## src/rtl/fault_alert_pkg.sv

```systemverilog
package fault_alert_pkg;
  localparam int BYTE_W = 8;

  typedef enum logic [2:0] {
    CAT_SUM_BYTE = 3'd0,
    CAT_SUM_WORD = 3'd1,
    CAT_VOUT     = 3'd2,
    CAT_IOUT     = 3'd3,
    CAT_INPUT    = 3'd4,
    CAT_TEMP     = 3'd5,
    CAT_COMM     = 3'd6
  } cat_e;

  // implemented bit positions of each category byte
  localparam logic [BYTE_W-1:0] SUP_VOUT  = 8'hF4;
  localparam logic [BYTE_W-1:0] SUP_IOUT  = 8'hA0;
  localparam logic [BYTE_W-1:0] SUP_INPUT = 8'hB0;
  localparam logic [BYTE_W-1:0] SUP_TEMP  = 8'hF0;
  localparam logic [BYTE_W-1:0] SUP_COMM  = 8'hE1;
endpackage

```

## src/rtl/fab_rst_sync.sv

```systemverilog
module fab_rst_sync (
  input  logic clk,
  input  logic rst_n,
  output logic rst_q_n
);
  logic stage_q;

  always_ff @(posedge clk or negedge rst_n) begin
    if (!rst_n) begin
      stage_q <= 1'b0;
      rst_q_n <= 1'b0;
    end else begin
      stage_q <= 1'b1;
      rst_q_n <= stage_q;
    end
  end
endmodule

```

## src/rtl/fab_sticky_byte.sv

```systemverilog
module fab_sticky_byte #(
  parameter int               W         = 8,
  parameter logic [W-1:0]     SUPPORTED = '1
) (
  input  logic         clk,
  input  logic         rst_n,
  input  logic [W-1:0] evt,
  input  logic         clr_we,
  input  logic [W-1:0] clr_bits,
  input  logic         clr_all,
  input  logic         mask_we,
  input  logic [W-1:0] mask_wdata,
  output logic [W-1:0] stat,
  output logic [W-1:0] mask
);
  logic [W-1:0] stat_q, stat_d, clr_vec;
  logic [W-1:0] mask_q, mask_d;

  always_comb begin
    clr_vec = '0;
    if (clr_we)  clr_vec = clr_bits;
    if (clr_all) clr_vec = '1;
    // new events are ORed after the clear so they are never lost
    stat_d  = ((stat_q & ~clr_vec) | evt) & SUPPORTED;
    mask_d  = mask_wdata & SUPPORTED;
  end

  always_ff @(posedge clk or negedge rst_n) begin
    if (!rst_n) stat_q <= '0;
    else        stat_q <= stat_d;
  end

  always_ff @(posedge clk or negedge rst_n) begin
    if (!rst_n)       mask_q <= '0;
    else if (mask_we) mask_q <= mask_d;
  end

  assign stat = stat_q;
  assign mask = mask_q;
endmodule

```

## src/rtl/fab_summary.sv

```systemverilog
module fab_summary (
  input  logic [7:0] vout_st,
  input  logic [7:0] iout_st,
  input  logic [7:0] temp_st,
  input  logic [7:0] input_st,
  input  logic [7:0] comm_st,
  input  logic       pwr_on,
  output logic [7:0] sum_byte,
  output logic [7:0] sum_word_hi
);
  always_comb begin
    sum_byte    = '0;
    sum_byte[7] = comm_st[0];
    sum_byte[6] = ~pwr_on;
    sum_byte[5] = vout_st[7];
    sum_byte[4] = iout_st[7];
    sum_byte[3] = input_st[4];
    sum_byte[2] = |temp_st;
    sum_byte[1] = |comm_st[7:1];

    sum_word_hi    = '0;
    sum_word_hi[7] = |vout_st;
    sum_word_hi[6] = |iout_st;
    sum_word_hi[5] = |input_st;
  end
endmodule

```

## src/rtl/fault_alert_agg.sv

```systemverilog
module fault_alert_agg
  import fault_alert_pkg::*;
#(
  parameter  int NCH  = 2,
  localparam int PG_W = (NCH > 1) ? $clog2(NCH) : 1,
  localparam int CHW  = NCH * BYTE_W
) (
  input  logic              clk,
  input  logic              rst_n,
  input  logic [CHW-1:0]    ch_ev_vout,
  input  logic [CHW-1:0]    ch_ev_iout,
  input  logic [CHW-1:0]    ch_ev_temp,
  input  logic [BYTE_W-1:0] in_ev,
  input  logic [BYTE_W-1:0] comm_ev,
  input  logic [NCH-1:0]    ch_pwr_on,
  input  logic              clr_all,
  input  logic              reg_wr,
  input  logic [PG_W-1:0]   reg_page,
  input  logic [3:0]        reg_addr,
  input  logic [BYTE_W-1:0] reg_wdata,
  output logic [BYTE_W-1:0] reg_rdata,
  output logic              alert_n
);
  localparam int FLAT_W = 3 * CHW + 2 * BYTE_W;

  logic rst_q_n;
  logic st_wr, mk_wr;
  logic [2:0] cat;
  logic [CHW-1:0] vout_st, iout_st, temp_st, vout_mk, iout_mk, temp_mk;
  logic [CHW-1:0] sum_b, sum_w;
  logic [BYTE_W-1:0] input_st, input_mk, comm_st, comm_mk;
  logic [FLAT_W-1:0] stat_flat, mask_flat;

  fab_rst_sync u_rst (.clk(clk), .rst_n(rst_n), .rst_q_n(rst_q_n));

  assign cat   = reg_addr[2:0];
  assign st_wr = reg_wr & ~reg_addr[3];
  assign mk_wr = reg_wr &  reg_addr[3];

  for (genvar c = 0; c < NCH; c++) begin : g_ch
    logic sel;
    assign sel = (int'(reg_page) == c);

    fab_sticky_byte #(.W(BYTE_W), .SUPPORTED(SUP_VOUT)) u_vout (
      .clk(clk), .rst_n(rst_q_n), .evt(ch_ev_vout[c*BYTE_W +: BYTE_W]),
      .clr_we(st_wr && sel && cat == CAT_VOUT), .clr_bits(reg_wdata), .clr_all(clr_all),
      .mask_we(mk_wr && sel && cat == CAT_VOUT), .mask_wdata(reg_wdata),
      .stat(vout_st[c*BYTE_W +: BYTE_W]), .mask(vout_mk[c*BYTE_W +: BYTE_W]));

    fab_sticky_byte #(.W(BYTE_W), .SUPPORTED(SUP_IOUT)) u_iout (
      .clk(clk), .rst_n(rst_q_n), .evt(ch_ev_iout[c*BYTE_W +: BYTE_W]),
      .clr_we(st_wr && sel && cat == CAT_IOUT), .clr_bits(reg_wdata), .clr_all(clr_all),
      .mask_we(mk_wr && sel && cat == CAT_IOUT), .mask_wdata(reg_wdata),
      .stat(iout_st[c*BYTE_W +: BYTE_W]), .mask(iout_mk[c*BYTE_W +: BYTE_W]));

    fab_sticky_byte #(.W(BYTE_W), .SUPPORTED(SUP_TEMP)) u_temp (
      .clk(clk), .rst_n(rst_q_n), .evt(ch_ev_temp[c*BYTE_W +: BYTE_W]),
      .clr_we(st_wr && sel && cat == CAT_TEMP), .clr_bits(reg_wdata), .clr_all(clr_all),
      .mask_we(mk_wr && sel && cat == CAT_TEMP), .mask_wdata(reg_wdata),
      .stat(temp_st[c*BYTE_W +: BYTE_W]), .mask(temp_mk[c*BYTE_W +: BYTE_W]));

    fab_summary u_sum (
      .vout_st(vout_st[c*BYTE_W +: BYTE_W]), .iout_st(iout_st[c*BYTE_W +: BYTE_W]),
      .temp_st(temp_st[c*BYTE_W +: BYTE_W]), .input_st(input_st), .comm_st(comm_st),
      .pwr_on(ch_pwr_on[c]),
      .sum_byte(sum_b[c*BYTE_W +: BYTE_W]), .sum_word_hi(sum_w[c*BYTE_W +: BYTE_W]));
  end

  fab_sticky_byte #(.W(BYTE_W), .SUPPORTED(SUP_INPUT)) u_input (
    .clk(clk), .rst_n(rst_q_n), .evt(in_ev),
    .clr_we(st_wr && cat == CAT_INPUT), .clr_bits(reg_wdata), .clr_all(clr_all),
    .mask_we(mk_wr && cat == CAT_INPUT), .mask_wdata(reg_wdata),
    .stat(input_st), .mask(input_mk));

  fab_sticky_byte #(.W(BYTE_W), .SUPPORTED(SUP_COMM)) u_comm (
    .clk(clk), .rst_n(rst_q_n), .evt(comm_ev),
    .clr_we(st_wr && cat == CAT_COMM), .clr_bits(reg_wdata), .clr_all(clr_all),
    .mask_we(mk_wr && cat == CAT_COMM), .mask_wdata(reg_wdata),
    .stat(comm_st), .mask(comm_mk));

  assign stat_flat = {comm_st, input_st, temp_st, iout_st, vout_st};
  assign mask_flat = {comm_mk, input_mk, temp_mk, iout_mk, vout_mk};

  // alert is driven from registered state only
  assign alert_n = ~|(stat_flat & ~mask_flat);

  always_comb begin
    int pg;
    pg        = int'(reg_page);
    reg_rdata = '0;
    if (pg < NCH) begin
      case (reg_addr)
        4'h0:    reg_rdata = sum_b[pg*BYTE_W +: BYTE_W];
        4'h1:    reg_rdata = sum_w[pg*BYTE_W +: BYTE_W];
        4'h2:    reg_rdata = vout_st[pg*BYTE_W +: BYTE_W];
        4'h3:    reg_rdata = iout_st[pg*BYTE_W +: BYTE_W];
        4'h4:    reg_rdata = input_st;
        4'h5:    reg_rdata = temp_st[pg*BYTE_W +: BYTE_W];
        4'h6:    reg_rdata = comm_st;
        4'hA:    reg_rdata = vout_mk[pg*BYTE_W +: BYTE_W];
        4'hB:    reg_rdata = iout_mk[pg*BYTE_W +: BYTE_W];
        4'hC:    reg_rdata = input_mk;
        4'hD:    reg_rdata = temp_mk[pg*BYTE_W +: BYTE_W];
        4'hE:    reg_rdata = comm_mk;
        default: reg_rdata = '0;
      endcase
    end
  end
endmodule

```

## config.mk

```make
export PLATFORM = sky130hd
export DESIGN_NAME = fault_alert_agg
export DESIGN_NICKNAME = d
export VERILOG_FILES = /design/src/rtl/fault_alert_pkg.sv /design/src/rtl/fab_rst_sync.sv /design/src/rtl/fab_sticky_byte.sv /design/src/rtl/fab_summary.sv /design/src/rtl/fault_alert_agg.sv
export SDC_FILE = /design/constraint.sdc
export NUM_CORES = 1
export LEC_CHECK = 0
export ABC_AREA = 0
export BUFFER_PORTS_ARGS = -buffer_cell sky130_fd_sc_hd__buf_2
export CAP_MARGIN = 20
export CORE_MARGIN = 3
export CORE_UTILIZATION = 30
export DETAILED_ROUTE_END_ITERATION = 10
export GPL_TIMING_DRIVEN = 0
export SLEW_MARGIN = 0
export SYNTH_ARGS = -nofsm -noshare
export SYNTH_HDL_FRONTEND = slang
export SYNTH_SLANG_ARGS = --single-unit
export TNS_END_PERCENT = 30
```

## constraint.sdc

```tcl
create_clock -name clk -period 1.9 [get_ports clk]
set_input_delay 0.285 -clock clk [delete_from_list [all_inputs] [get_ports clk]]
set_output_delay 0.285 -clock clk [all_outputs]
set_load 0.05 [all_outputs]
```

# [Word-level counts from Yosys, hierarchy flattened]
# Index checks and enable logic that the tools add are counted.
[op_classes] n_reduce_logical=31 n_addsub=0 n_lt_le_gt_ge=0 mux=17 multipliers=0 shifts=8 div=0 n_bitwise=32 eq_ne=16
[op_table] cell="$mux W8" n=16
[op_table] cell="$shiftx A16 B5 Y8" n=8
[op_table] cell="$pmux W8 S12" n=1
[op_table] cell="$and A64 B64 Y64" n=1
[op_table] cell="$and A8 B8 Y8" n=8
[op_table] cell="$not A64 Y64" n=1
[op_table] cell="$not A8 Y8" n=8
[op_table] cell="$or A8 B8 Y8" n=8
[op_table] cell="$reduce_or A64 Y1" n=1
[op_table] cell="$eq A4 B4 Y1 const B" n=5
[op_table] cell="$logic_and A1 B1 Y1" n=20
[op_table] cell="$eq A4 B3 Y1 const B" n=3
[op_table] cell="$reduce_or A5 Y1" n=2
[op_table] cell="$eq A3 B3 Y1 const B" n=3
[op_table] cell="$eq A4 B2 Y1 const B" n=2
[op_table] cell="$reduce_or A4 Y1" n=2
[op_table] cell="$eq A3 B2 Y1 const B" n=2
[op_table] cell="$reduce_or A3 Y1" n=2
[op_table] cell="$eq A4 B1 Y1 const B" n=1
[op_table] cell="$logic_not A4 Y1" n=1
[op_table] cell="$not A1 Y1" n=4
[op_table] cell="$reduce_or A2 Y1" n=2
[op_table] cell="$and A1 B1 Y1" n=2
[op_table] cell="$logic_not A1 Y1" n=1
[word_totals] romBits=0 ram_bits=0 memories=0 reg_bits=60 wordCells=122 inputBits=83 latch_bits=0 output_inout_bits=9

# [Depth between registers and ports, before layout]
[logic_depth] word_depth=9 mapped_depth=7 mapped_depth_nobuf=5

# [Cells and area by module]
# A second synthesis with hierarchy kept.
[hier_totals] hier_cells=618 area_unflattened_um2=5213.8
[by_module_without_submodules] module="fault_alert_agg" cells_each=330 n_inst=1 area_each_um2=2108.3 seq_area_each_um2=0.0
[by_module_without_submodules] module="fab_sticky_byte at g_ch[0].u_temp ..." cells_each=30 n_inst=3 area_each_um2=362.8 seq_area_each_um2=200.2
[by_module_without_submodules] module="fab_sticky_byte at g_ch[0].u_vout ..." cells_each=33 n_inst=2 area_each_um2=421.7 seq_area_each_um2=250.2
[by_module_without_submodules] module="fab_sticky_byte at g_ch[0].u_iout ..." cells_each=24 n_inst=2 area_each_um2=245.2 seq_area_each_um2=100.1
[by_module_without_submodules] module="fab_summary" cells_each=27 n_inst=2 area_each_um2=162.7 seq_area_each_um2=0.0
[by_module_without_submodules] module="fab_sticky_byte at u_input" cells_each=27 n_inst=1 area_each_um2=304.0 seq_area_each_um2=150.1
[by_module_without_submodules] module="fab_rst_sync" cells_each=3 n_inst=1 area_each_um2=53.8 seq_area_each_um2=50.0

# [Worst setup path after synthesis]
# Ideal clock, no wire load.
[synth_path] path_type="input to output" start="input port reg_addr[1]" end="output port reg_rdata[2]" setup_slack_ns=-0.882 n_path_buf=1 path_stages=6 t_required_ns=1.615 t_arrival_ns=2.497 path_cell_list="buf_4 > and2b_1 > nand2b_2 > o21ai_1 > nor2_1 > nor4_1"
[synth_between] elab_chain_len=2 elab_cells_between_ends=13 classes_between="eq/ne: 11; mux: 1; reduce/logical: 1"
[synth_lines] item="from (decl)" line_no="fault_alert_agg.sv:19" text="input logic [3:0] reg_addr,"
[synth_lines] item="$eq A4 B4 Y1 (tied with other cells)" line_no="fault_alert_agg.sv:92" text="case (reg_addr)"
[synth_lines] item="$pmux W8 S12 (*)" line_no="fault_alert_agg.sv:92"
[synth_lines] item="to (decl)" line_no="fault_alert_agg.sv:21" text="output logic [BYTE_W-1:0] reg_rdata,"
# Mark *: on every way between the ends. The rest lies on a longest branch, timed or not.

# [Worst setup path in the final report]
[layout_path] start="register g_ch[0].u_vout.stat_q[5]" end="output port reg_rdata[7]"
[layout_between] elab_chain_len=3
[layout_lines] item="from (decl)" line_no="fab_sticky_byte.sv:16" text="logic [W-1:0] stat_q, stat_d, clr_vec;"
[layout_lines] item="from (signal assigned)" line_no="fab_sticky_byte.sv:30" text="else stat_q <= stat_d;"
[layout_lines] item="$reduce_or A5 Y1" line_no="fab_summary.sv:22" text="sum_word_hi[7] = |vout_st;"
[layout_lines] item="$shiftx A16 B5 Y8" line_no="fault_alert_agg.sv:94" text="4'h1: reg_rdata = sum_w[pg*BYTE_W +: BYTE_W];"
[layout_lines] item="$pmux W8 S12" line_no="fault_alert_agg.sv:92"
# Every way passes these cells.

==> metrics.cfg <==
[floorplanning]
dieHeight_um=113
fp.dieW_um=113
start_util_pct=31.3
core.rowCount=38
ios=92
coreArea_um2=11100
dieArea_um2=12900

[worst_setup_path]
r2r_cells=1
crit_chain=o41ai_4, o31ai_2, a2111oi_2, o22ai_2, buf_6
critPathMaxFanout=4
start_kind=flop
critPathKind=reg2out
cp.arrival_ps=2060
slowest_delay_ps=460
endpoint_kind=primary output
cp.required_ps=1620
slowest_stage=dfrtp_2

[pwr]
p_comb_share_pct=18.6
seq_power_share_pct=40.8
internal_power_mw=2.81
powerDensity_nw_per_um2=903
cellLeakagePower_nw=1.93
p_sw_mw=1.23
power_mw=4.04
pwr-share-clk_pct=40.5
irDropWorstVdd_v=0.000433
power_switching_share_pct=30.4

[yosys]
synth-seq-cells=60
synth.net_count=435
syn-cell-area_um2=3470
synth_seq_area_share_pct=43.3
synth_edf_count=0
synth_ff_type=dfrtp_1
syn_avg_cell_area_um2=9.85
syn_inst=352
synth_cell_types=57
async_reset_ff_share_pct=100
yosys_warnings=0

[clock_tree]
numCtsBuffers=9
clock-sinks=60
cts_tree=yes
cts_buffer_depth=2
worst_skew_pair.late_latency_ps=330
root_buffer=clkbuf_16
htreeDepth=3
path_clk_slew_ps=60

[drt]
antenna_left=0
vias_per_cell=5.67
vias=3190
drt-pass1-iter-count=5
avgRoutedWirePerCell_um=21.7
dr.first_iter.drc_count=201
drc=0
finalWirelength_um=12200

[run_status]
status=complete, but fails checks
violations=setup timing

[cells_and_area]
fillers=1131
drive_gt1_share_pct=39.0
seqCellArea_um2=1510
multi_input_area_um2=1900
diodes=0
final_nets=501
area_growth_pct=29.1

[sta]
setup_viol_count_final=7
layout_worst_path_cycle_share_pct=123
hold_violations=0
clock.fmax_mhz=427
slew_headroom_pct=56.6
min_period_ps=2340
fin_skew_ps=2.73
fin_ws_ps=-442
slew_viol_final=0
rsz0062_at_grt=true
worstMarginPinSlew_ps=651

[global_route]
grt_max_degree=42
track_usage_pct=19.3
grt_antenna_before_repair=0
grt_pass1_vias=3218
grt_pass1_wl_um=18900
grt.overflow.total=0

[placed_design]
pre_cts_ws_ps=-624
gp_congestion=0.959
dp_hpwl_um=9320
portBuffers=49

[hold_path]
hp-class=in2reg
hold_depth=2

[run]
maxCapViolations=0

worst paths after layout:
| path | startpoint | endpoint | slack, ps |
|---|---|---|---|
| min in group asynchronous | u_rst.rst_q_n | u_comm.mask[6] | 200 |
| max in group asynchronous | u_rst.rst_q_n | g_ch[0].u_vout.stat[5] | 1120 |
| hold reg to reg | u_rst.rst_q_n | u_comm.mask[6] | 200 |
| setup reg to reg | g_ch[1].u_vout.mask[7] | g_ch[1].u_vout.mask[7] | 1070 |
| setup / recovery | g_ch[0].u_vout.stat[5] | reg_rdata[7] | -440 |
| hold / removal | ch_ev_temp[6] | g_ch[0].u_temp.stat[6] | 140 |
per-stage QoR:
step	instances	util (%)	TNS (ps)	hold slack, ps	cell area, um2
floorplan	352	-	-551	-10.6	3510
global placement	541	35.5	-34060	71.1	3930
detailed placement	542	35.6	-2640	75.3	3950
CTS	559	39.3	-1610	131	4350
global route	563	40.4	-1800	131	4470
finish	563	40.4	-1420	137	4470
area by class of cell:
type	instances	area share, %
Buffer	22	2.85
Clock buffer	9	5.03
Clock inverter	7	1.71
Inverter	32	2.69
Multi-Input combinational cell	238	42.4
Sequential cell	60	33.7
Tap cell	140	3.92
Timing Repair Buffer	55	7.66
power by group through the flow:
stage               Combinational [mW]  Clock, mW  Sequential, mW
floorplan                        0.480          0            1.59
global placement                 0.662          0            1.66
detailed placement               0.686          0            1.66
CTS                              0.719       1.66            1.64
global route                     0.814       1.71            1.67
finish                           0.753       1.64            1.65
cells in the mapped netlist (5+ instances only):
cell       n  share of area (%)
dfrtp_1   60                 43
nand2_1   44                4.8
inv_1     31                3.4
a31o_2    21                5.3
mux2_2    18                5.8
mux2i_1   15                4.3
o21ai_0   15                2.2
o22ai_1   12                2.2
nand3_1   11                1.6
a31o_1     8                2.0
buf_4      8                1.7
clkbuf_1   8               0.87
nor2_1     8               0.87
a21oi_1    7                1.0
mux2_1     7                2.3
buf_2      5               0.72
nor4_1     5               0.90
placed cells by master, fill, tap and decap left out, types with 8 or more instances in the layout:
cell type,netlist,routed
a31o_1,8,8
a31o_2,21,21
buf_2,5,47
buf_4,8,11
clkbuf_16,0,9
dfrtp_1,60,55
inv_1,31,31
mux2_2,18,18
mux2i_1,15,15
nand2_1,44,44
nand3_1,11,11
o21ai_0,15,14
o22ai_1,12,10
cells by family after synthesis:
| family | after synthesis | synth area share [%] |
|---|---|---|
| AO/OA/AOI/OAI | 91 | 19.4 |
| AND/OR/NAND/NOR | 104 | 16.5 |
| other | 1 | 0.108 |
| buffers and inverters | 54 | 6.93 |
| flip-flops | 60 | 43.3 |
| multiplexers | 42 | 13.8 |
repair_timing:
item,4_1_cts,5_1_grt
buffers inserted,0,4
pin swaps,4,5
endpoints found under the hold margin,2,0
hold buffers,1,0
endpoints found under the setup margin,8,7
resized for setup,21,24
worst max-delay path: cells and delay by family (launching register included):
family / cells / cell delay (ps)
flip-flops: 1 / 460
buffers and inverters: 1 / 180
AO/OA/AOI/OAI: 4 / 1080
state kept, by name, summed over array words and instances (netlist names):
signal,flops
g_ch.u_vout.mask,10
g_ch.u_vout.stat,10
g_ch.u_temp.mask,8
g_ch.u_temp.stat,8
g_ch.u_iout.mask,4
g_ch.u_iout.stat,4
u_comm.mask,4
u_comm.stat,4
u_input.mask,3
u_input.stat,3
u_rst.rst_q_n,1
u_rst.stage_q,1
layer usage:
metal	GRT usage, %	part of all wire [%]	vias to the layer above	wire length (um)
met5	0	0	-	0
met4	4.65	1.6	0	198
met3	4.72	6.7	19	815
met2	29.6	45	137	5530
met1	27.6	46	1607	5680
li1	-	-	1427	-
Power figures use the tool's default switching activity.
